--- src/rtl/dsync_pkg.sv ---
package dsync_pkg;
   localparam int unsigned DIR_N  = 2;
   localparam int unsigned DIR_RD = 0;
   localparam int unsigned DIR_WR = 1;

   typedef enum logic {
      TRIG_EDGE  = 1'b0,
      TRIG_LEVEL = 1'b1
   } trig_mode_e;
endpackage

--- src/rtl/dsync_sync.sv ---
module dsync_sync #(
   parameter int unsigned STAGES = 2
) (
   input  logic clk,
   input  logic rst_n,
   input  logic d,
   output logic q,
   output logic valid
);
   localparam int unsigned LAST = STAGES - 1;

   if (STAGES < 2) begin : g_bad_stages
      $error("dsync_sync: STAGES must be at least 2");
   end

   logic [LAST:0] chain;
   logic [LAST:0] fill;

   always_ff @(posedge clk or negedge rst_n) begin
      if (!rst_n) begin
         chain[0] <= 1'b0;
         fill[0]  <= 1'b0;
      end else begin
         chain[0] <= d;
         fill[0]  <= 1'b1;
      end
   end

   for (genvar i = 1; i < STAGES; i++) begin : g_stage
      always_ff @(posedge clk or negedge rst_n) begin
         if (!rst_n) begin
            chain[i] <= 1'b0;
            fill[i]  <= 1'b0;
         end else begin
            chain[i] <= chain[i-1];
            fill[i]  <= fill[i-1];
         end
      end
   end

   assign q     = chain[LAST];
   assign valid = fill[LAST];

   // once the chain has filled it stays valid until reset
   a_r9_valid_holds: assert property (@(posedge clk) disable iff (!rst_n)
      valid |=> valid);
endmodule

--- src/rtl/dsync_lane.sv ---
module dsync_lane #(
   parameter int unsigned SYNC_STAGES = 2,
   parameter bit          DROP_EN     = 1'b1
) (
   input  logic clk,
   input  logic rst_n,
   input  logic raw,
   input  logic src_ext,
   input  logic pol_low,
   input  logic lvl_mode,
   input  logic burst_active,
   input  logic consume,
   input  logic sw_clr,
   output logic pend,
   output logic drop
);
   import dsync_pkg::*;

   logic s_evt;
   logic s_vld;
   logic cond;
   logic cond_q;
   logic edge_hit;
   logic level_req;
   trig_mode_e mode;

   dsync_sync #(.STAGES(SYNC_STAGES)) u_sync (
      .clk   (clk),
      .rst_n (rst_n),
      .d     (raw),
      .q     (s_evt),
      .valid (s_vld)
   );

   assign mode      = trig_mode_e'(lvl_mode);
   assign cond      = s_vld & (src_ext ? (s_evt ^ pol_low) : s_evt);
   assign edge_hit  = cond & ~cond_q;
   assign level_req = cond & ~burst_active;

   always_ff @(posedge clk or negedge rst_n) begin
      if (!rst_n) cond_q <= 1'b0;
      else        cond_q <= cond;
   end

   always_ff @(posedge clk or negedge rst_n) begin
      if (!rst_n)                 pend <= 1'b0;
      else if (sw_clr)            pend <= 1'b0;
      else if (mode == TRIG_LEVEL) pend <= level_req;
      else if (edge_hit)          pend <= 1'b1;
      else if (consume)           pend <= 1'b0;
   end

   if (DROP_EN) begin : g_drop
      always_ff @(posedge clk or negedge rst_n) begin
         if (!rst_n)      drop <= 1'b0;
         else if (sw_clr) drop <= 1'b0;
         else if (mode == TRIG_EDGE && edge_hit && pend && !consume)
            drop <= 1'b1;
      end

      // lost-event flag is sticky until software clears it
      a_r6_drop_sticky: assert property (@(posedge clk) disable iff (!rst_n)
         drop && !sw_clr |=> drop);
   end else begin : g_nodrop
      assign drop = 1'b0;
   end

   // an active edge in edge mode leaves the status set
   a_r3_edge_sets: assert property (@(posedge clk) disable iff (!rst_n)
      !lvl_mode && edge_hit && !sw_clr |=> pend);

   // software clear overrides every set source
   a_r4_clr_wins: assert property (@(posedge clk) disable iff (!rst_n)
      sw_clr |=> !pend && !drop);

   // consume without a coincident edge empties the status
   a_r5_consume_clears: assert property (@(posedge clk) disable iff (!rst_n)
      !lvl_mode && consume && !edge_hit && !sw_clr |=> !pend);

   // a burst masks the level request
   a_r7_burst_masks: assert property (@(posedge clk) disable iff (!rst_n)
      lvl_mode && burst_active |=> !pend);
endmodule

--- src/rtl/dsync_cond.sv ---
module dsync_cond #(
   parameter int unsigned SYNC_STAGES = 2,
   parameter bit          DROP_EN     = 1'b1
) (
   input  logic       clk,
   input  logic       rst_n,
   input  logic [1:0] evt_raw,
   input  logic [1:0] src_ext,
   input  logic [1:0] pol_low,
   input  logic       lvl_mode,
   input  logic       burst_active,
   input  logic [1:0] consume,
   input  logic [1:0] sw_clr,
   output logic [1:0] pend,
   output logic [1:0] drop
);
   import dsync_pkg::*;

   if (DIR_N != 2) begin : g_bad_dirs
      $error("dsync_cond: port widths assume two directions");
   end

   for (genvar d = 0; d < DIR_N; d++) begin : g_dir
      dsync_lane #(
         .SYNC_STAGES (SYNC_STAGES),
         .DROP_EN     (DROP_EN)
      ) u_lane (
         .clk          (clk),
         .rst_n        (rst_n),
         .raw          (evt_raw[d]),
         .src_ext      (src_ext[d]),
         .pol_low      (pol_low[d]),
         .lvl_mode     (lvl_mode),
         .burst_active (burst_active),
         .consume      (consume[d]),
         .sw_clr       (sw_clr[d]),
         .pend         (pend[d]),
         .drop         (drop[d])
      );
   end

   // a clear on one direction never disturbs the other
   a_r8_lanes_apart: assert property (@(posedge clk) disable iff (!rst_n)
      sw_clr[DIR_RD] && !sw_clr[DIR_WR] && drop[DIR_WR] |=> drop[DIR_WR]);
endmodule

--- config.mk ---
export PLATFORM = sky130hd
export DESIGN_NAME = dsync_cond
export DESIGN_NICKNAME = d
export VERILOG_FILES = /design/src/rtl/dsync_pkg.sv /design/src/rtl/dsync_sync.sv /design/src/rtl/dsync_lane.sv /design/src/rtl/dsync_cond.sv
export SDC_FILE = /design/constraint.sdc
export NUM_CORES = 1
export LEC_CHECK = 0
export ABC_AREA = 0
export BUFFER_PORTS_ARGS = -buffer_cell sky130_fd_sc_hd__buf_4
export CAP_MARGIN = 20
export CORE_AREA = 4 4 41 43
export CTS_CLUSTER_DIAMETER = 100
export DETAILED_ROUTE_END_ITERATION = 10
export DIE_AREA = 0 0 45 47
export GPL_TIMING_DRIVEN = 0
export PLACE_DENSITY = 0.63
export SLEW_MARGIN = 0
export SYNTH_ARGS = -nofsm -noshare
export SYNTH_HDL_FRONTEND = slang
export SYNTH_SLANG_ARGS = --single-unit
--- constraint.sdc ---
create_clock -name clk -period 3.3 [get_ports clk]
set_clock_uncertainty 0.1 [all_clocks]
set_input_delay 0.66 -clock clk [delete_from_list [all_inputs] [get_ports clk]]
set_output_delay 0.66 -clock clk [all_outputs]
set_load 0.1 [all_outputs]
### Word-level counts from Yosys, hierarchy flattened

Cells that the tools add are included.

| word-level totals | value |
|---|---|
| flip-flop bits (word level) | 12 |
| latch bits | 0 |
| RAM bits | 0 |
| memory bits (read-only) | 0 |
| output and inout port bits | 4 |
| memories kept | 0 |

| cells by class | value |
|---|---|
| add/sub/neg operators | 0 |
| multiply operators | 0 |
| divide/modulo/power cells | 0 |
| magnitude comparators | 0 |
| equal/unequal tests | 0 |
| shift operators | 0 |
| mux-type cells | 14 |
| bitwise logic cells | 12 |
| reduce and logical (&&, ||, !) cells | 12 |

Operators with widths:

| kind | number |
|---|---|
| two-way mux 1 bit | 14 |
| nonzero test 4 bit | 2 |
| AND 1 bit | 6 |
| logical AND 1 bit | 6 |
| NOT 1 bit | 4 |
| nonzero test 2 bit | 2 |
| logical NOT 1 bit | 2 |
| bitwise XOR 1 bit | 2 |

### Logic depth before layout (Yosys ltp)

| depth | value |
|---|---|
| depth after elaboration | 9 |
| mapped depth | 4 |
| mapped depth without buffers | 4 |

### Hierarchy

Synthesis repeated with hierarchy kept, for this count alone.

| unflattened totals | value |
|---|---|
| cells, all modules | 40 |
| area, all modules | 535.5 µm² |

Modules (own cells, without submodules):

| module | times used | cells each | area an instance (µm²) | seq. area each (µm²) |
|---|---|---|---|---|
| dsync_lane | 2 | 15 | 163.9 | 75.1 |
| dsync_sync | 2 | 5 | 103.8 | 100.1 |

### Worst setup path before layout

Ideal clock, no wire load.

| path | value |
|---|---|
| path type | input to register |
| from | input lvl_mode |
| to | register g_dir[0].u_lane.drop |
| data arrival time | 1.370 ns |
| data required time | 3.104 ns |
| path slack | 1.734 ns |
| cell stages on the path | 2 |
| buffers on the path | 0 |
| cells stage by stage | or4b_4 -> o32ai_2 |

| between the ends | value |
|---|---|
| word-level cells in the longest chain between the ends | 5 |

RTL lines:

| element | line | source |
|---|---|---|
| start, declared | dsync_cond.sv:10 | `input logic lvl_mode,` |
| NOT 1 bit | dsync_lane.sv:57 | `else if (mode == TRIG_EDGE && edge_hit && pend && !consume)` |
| logical AND 1 bit (3 in series) | dsync_lane.sv:57 |  |
| nonzero test 2 bit (no line) | - |  |
| end signal, assigned | dsync_lane.sv:55 | `if (!rst_n) drop <= 1'b0;` |
| end signal, assigned | dsync_lane.sv:56 | `else if (sw_clr) drop <= 1'b0;` |
| end signal, assigned | dsync_lane.sv:58 | `drop <= 1'b1;` |
| end, declared | dsync_lane.sv:15 | `output logic drop` |

No other way between the ends.
A chain may end at the register's enable or synchronous reset.

### Worst setup path in the final report

| path | value |
|---|---|
| from | register g_dir[1].u_lane.drop |
| to | output drop[1] |

RTL lines:

| element | line | source |
|---|---|---|
| start, declared | dsync_lane.sv:15 |  |
| start signal, assigned | dsync_lane.sv:55 |  |
| start signal, assigned | dsync_lane.sv:56 |  |
| start signal, assigned | dsync_lane.sv:58 |  |
| end, declared | dsync_cond.sv:15 | `output logic [1:0] drop` |

No word-level cell between the ends.

==> summary.md <==
| Metric | Value |
|---|---|
| Total power density per cell area | `469 mW/mm2` |
| Die extent in x | `45 um` |
| Total grt overflow | `0` |
| Std cell rows | `13` |
| Post-route worst hold slack | `0.110 ns` |
| Library cell contributing the largest single delay on the critical path | `sky130_fd_sc_hd__dfrtp_1` |
| Most used cells in the layout excluding fill and tap cells | `21 x sky130_fd_sc_hd__buf_4, 12 x sky130_fd_sc_hd__dfrtp_1, 3 x sky130_fd_sc_hd__inv_1, 3 x sky130_fd_sc_hd__clkbuf_4, 2 x sky130_fd_sc_hd__nor2_1` |
| #FFs+latches synth | `12` |
| Crit end category | `output port` |
| Critical path data arrival time | `1.01 ns` |
| Kind of critical path | `flip-flop to output port` |
| RSZ-0062 raised after global routing | `false` |
| Via count of the first global-routing pass | `381` |
| Kind of launch point of the worst setup path | `flip-flop` |
| Detail Route Antenna Nets | `0` |
| Area inside the core boundary | `0.00130 mm2` |
| Fmax | `0.566 GHz` |
| Period Utilization, post-route | `0.536` |
| Measured slew at the worst slew-check pin | `0.485 ns` |
| Antenna violations before repair | `0` |
| DRC viols | `0` |
| GRT Util Overall | `0.103` |
| Post-layout nets | `74` |
| Synthesized netlist net count | `52` |
| Number of instances in the placed design | `70` |
| Number of setup violations in the final report | `0` |
| Wire length of the first global-routing pass | `1.53 mm` |
| Level count of the clock H-tree | `1` |
| Sequential group share of total power | `0.498` |
| Buf/Inv on CP | `2` |
| Max-slew headroom | `0.673` |
| Count of yosys warnings during synthesis | `0` |
| Avg Vias per Cell | `4.76` |
| Via count | `352` |
| Worst-path clk slew | `0.08 ns` |
| Cts repair resizes | `0` |
| Die height | `47 um` |
| Max-cap violations | `0` |
| Top Ports | `18` |
| Gate Count Post-Synth | `38` |
| Hold Vio Cnt, Final | `0` |
| Fraction of power consumed by the clock network | `0.363` |
| Status | `completed` |
| Cell type with the highest occurrence count on the critical path | `sky130_fd_sc_hd__buf_4` |
| Asr flop ratio synth | `1.00` |
| Clock tree from TritonCTS | `yes` |
| Kind of path behind the tightest hold check | `input pin to async pin` |
| Routed wire length | `895 um` |
| Final standard cell utilization of the core | `0.517` |
| Worst endpoint required time | `2.54 ns` |
| Main synth FF type | `sky130_fd_sc_hd__dfrtp_1` |
| Switching share of total power | `0.238` |
| Number of buffers inserted by hold repair at cts | `0` |
| Clock latency on the worst-skew pair | `0.27 ns` |
| Clk Tree Root Cell | `sky130_fd_sc_hd__clkbuf_4` |
| Synthesized area divided by synthesized cell count | `12.9 um2` |
| Most frequent standard cell in the layout excluding fill and tap cells | `sky130_fd_sc_hd__buf_4` |
| Portion of the post-synthesis area used by sequential elements | `0.612` |
| Final-report max-slew violation count | `0` |
| Largest net degree at the start of global routing | `13` |
| Number of sinks handled by clock tree synthesis | `12` |
| Routability cong. | `0.626` |
| Leakage power | `0.000338 uW` |
| Maximum net fanout on the critical path | `2` |
| Router iterations before antenna repair | `3` |
| Part of the total power dissipated in combinational logic | `0.140` |
| Drt first-iter violations | `1` |
| CTS Buf Count | `3` |
| Bufs on Longest Clock Path | `2` |
| Critical Path Start | `g_dir[1].u_lane.drop$_DFFE_PN0P_` |
| Number of enable flip-flop cells after synthesis | `0` |
| Delay of the slowest critical-path stage | `0.39 ns` |
| Number of unique standard cell types used by synthesis | `21` |
| Proportion of layout cells with a drive suffix above 1 | `0.492` |
| Gate family responsible for the most delay along the worst path | `flip-flops` |
| Setup Buffers After CTS | `0` |
| Startpoint of the most critical register-to-register path | `g_dir[0].u_lane.u_sync.q$_DFF_PN0_` |
| Internal power contribution | `241 uW` |
| Max VDD drop | `214 uV` |
| Total standard cell area after synthesis | `490 um2` |
| Die area | `0.00212 mm2` |
| Critical Path, Cell by Cell | `buf_4, buf_4` |
| Count of input and output buffers | `17` |
| DP HPWL | `709 um` |
| Avg WL per Cell | `12.1 um` |
| P_sw | `75.3 uW` |
| Final total negative setup slack | `0 ns` |
| Shortest clock period the worst path allows after layout | `1.77 ns` |
| Antenna diode count | `0` |
| Initial standard-cell utilization of the core | `0.377` |
| Layout area overhead | `37.2%` |
| Final Instance Count excl. Fillers | `74` |
area by class of cell:
cell class | instances | area [um2]
Timing Repair Buffer | 17 | 128
Tap cell | 15 | 18.8
Multi-Input combinational cell | 19 | 149
Sequential cell | 12 | 300
Fill cell | 122 | 628
Inverter | 3 | 11.3
Clock buffer | 4 | 36.3
Buffer | 4 | 30.0
synthesized netlist by cell type (2+ instances only):
library cell | count | area (um2)
sky130_fd_sc_hd__buf_4 | 4 | 30.0
sky130_fd_sc_hd__dfrtp_1 | 12 | 300
sky130_fd_sc_hd__inv_1 | 3 | 11.3
sky130_fd_sc_hd__nor2_1 | 2 | 7.51
kinds of logic (layout without fill, tap and decap cells):
logic type             Yosys count  count (layout)  synth area share
AO/OA/AOI/OAI                    7               7             0.128
XOR/XNOR                         1               1            0.0179
buffers and inverters            7              28            0.0842
flip-flops                      12              12             0.612
multiplexers                     1               1            0.0230
other                            1               1           0.00765
AND/OR/NAND/NOR                  9               9             0.128
metrics by stage:
stage / total power [uW] / worst slack [ns] / cell area (um2)
3_5_place_dp: 205 / 1.54 / 637
2_1_floorplan: 183 / 1.73 / 490
5_1_grt: 333 / 1.48 / 673
3_3_place_gp: 203 / 1.56 / 637
6_report: 316 / 1.53 / 673
4_1_cts: 321 / 1.53 / 673
layer usage:
layer  part of all wire  track usage  wire length [um]
met5                  0            0                 0
met4                  0       0.0526                 0
met3              0.097       0.0345                87
met2               0.51        0.167               454
met1               0.39        0.122               353
state kept, by name (all words and copies together) (netlist names):
| register | count |
|---|---|
| g_dir.u_lane.cond_q | 2 |
| g_dir.u_lane.drop | 2 |
| g_dir.u_lane.pend | 2 |
| g_dir.u_lane.u_sync.chain | 2 |
| g_dir.u_lane.u_sync.q | 2 |
| g_dir.u_lane.u_sync.fill | 1 |
| g_dir.u_lane.u_sync.valid | 1 |
power by group through the flow:
stage | Sequential [uW] | Clock (uW) | Combinational (uW)
after detailed placement | 160 | 0 | 44.6
after floorplan | 159 | 0 | 24.1
after global routing | 158 | 128 | 47.9
final | 157 | 115 | 44.1
after CTS | 157 | 119 | 44.7
after global placement | 160 | 0 | 43.4
worst paths after layout:
check | slack [ns] | cells past startpoint | end
setup / recovery | 1.53 | 2 | drop[1]
hold / removal | 0.11 | 1 | g_dir[1].u_lane.u_sync.fill[0]$_DFF_PN0_
setup reg to reg | 1.97 | 4 | g_dir[0].u_lane.pend$_DFFE_PN0P_
hold reg to reg | 0.25 | 0 | g_dir[1].u_lane.u_sync.valid$_DFF_PN0_
max in group asynchronous | 2.83 | 1 | g_dir[0].u_lane.cond_q$_DFF_PN0_
min in group clk | 0.25 | 0 | g_dir[1].u_lane.u_sync.valid$_DFF_PN0_
(Power assumes the default switching activity.)
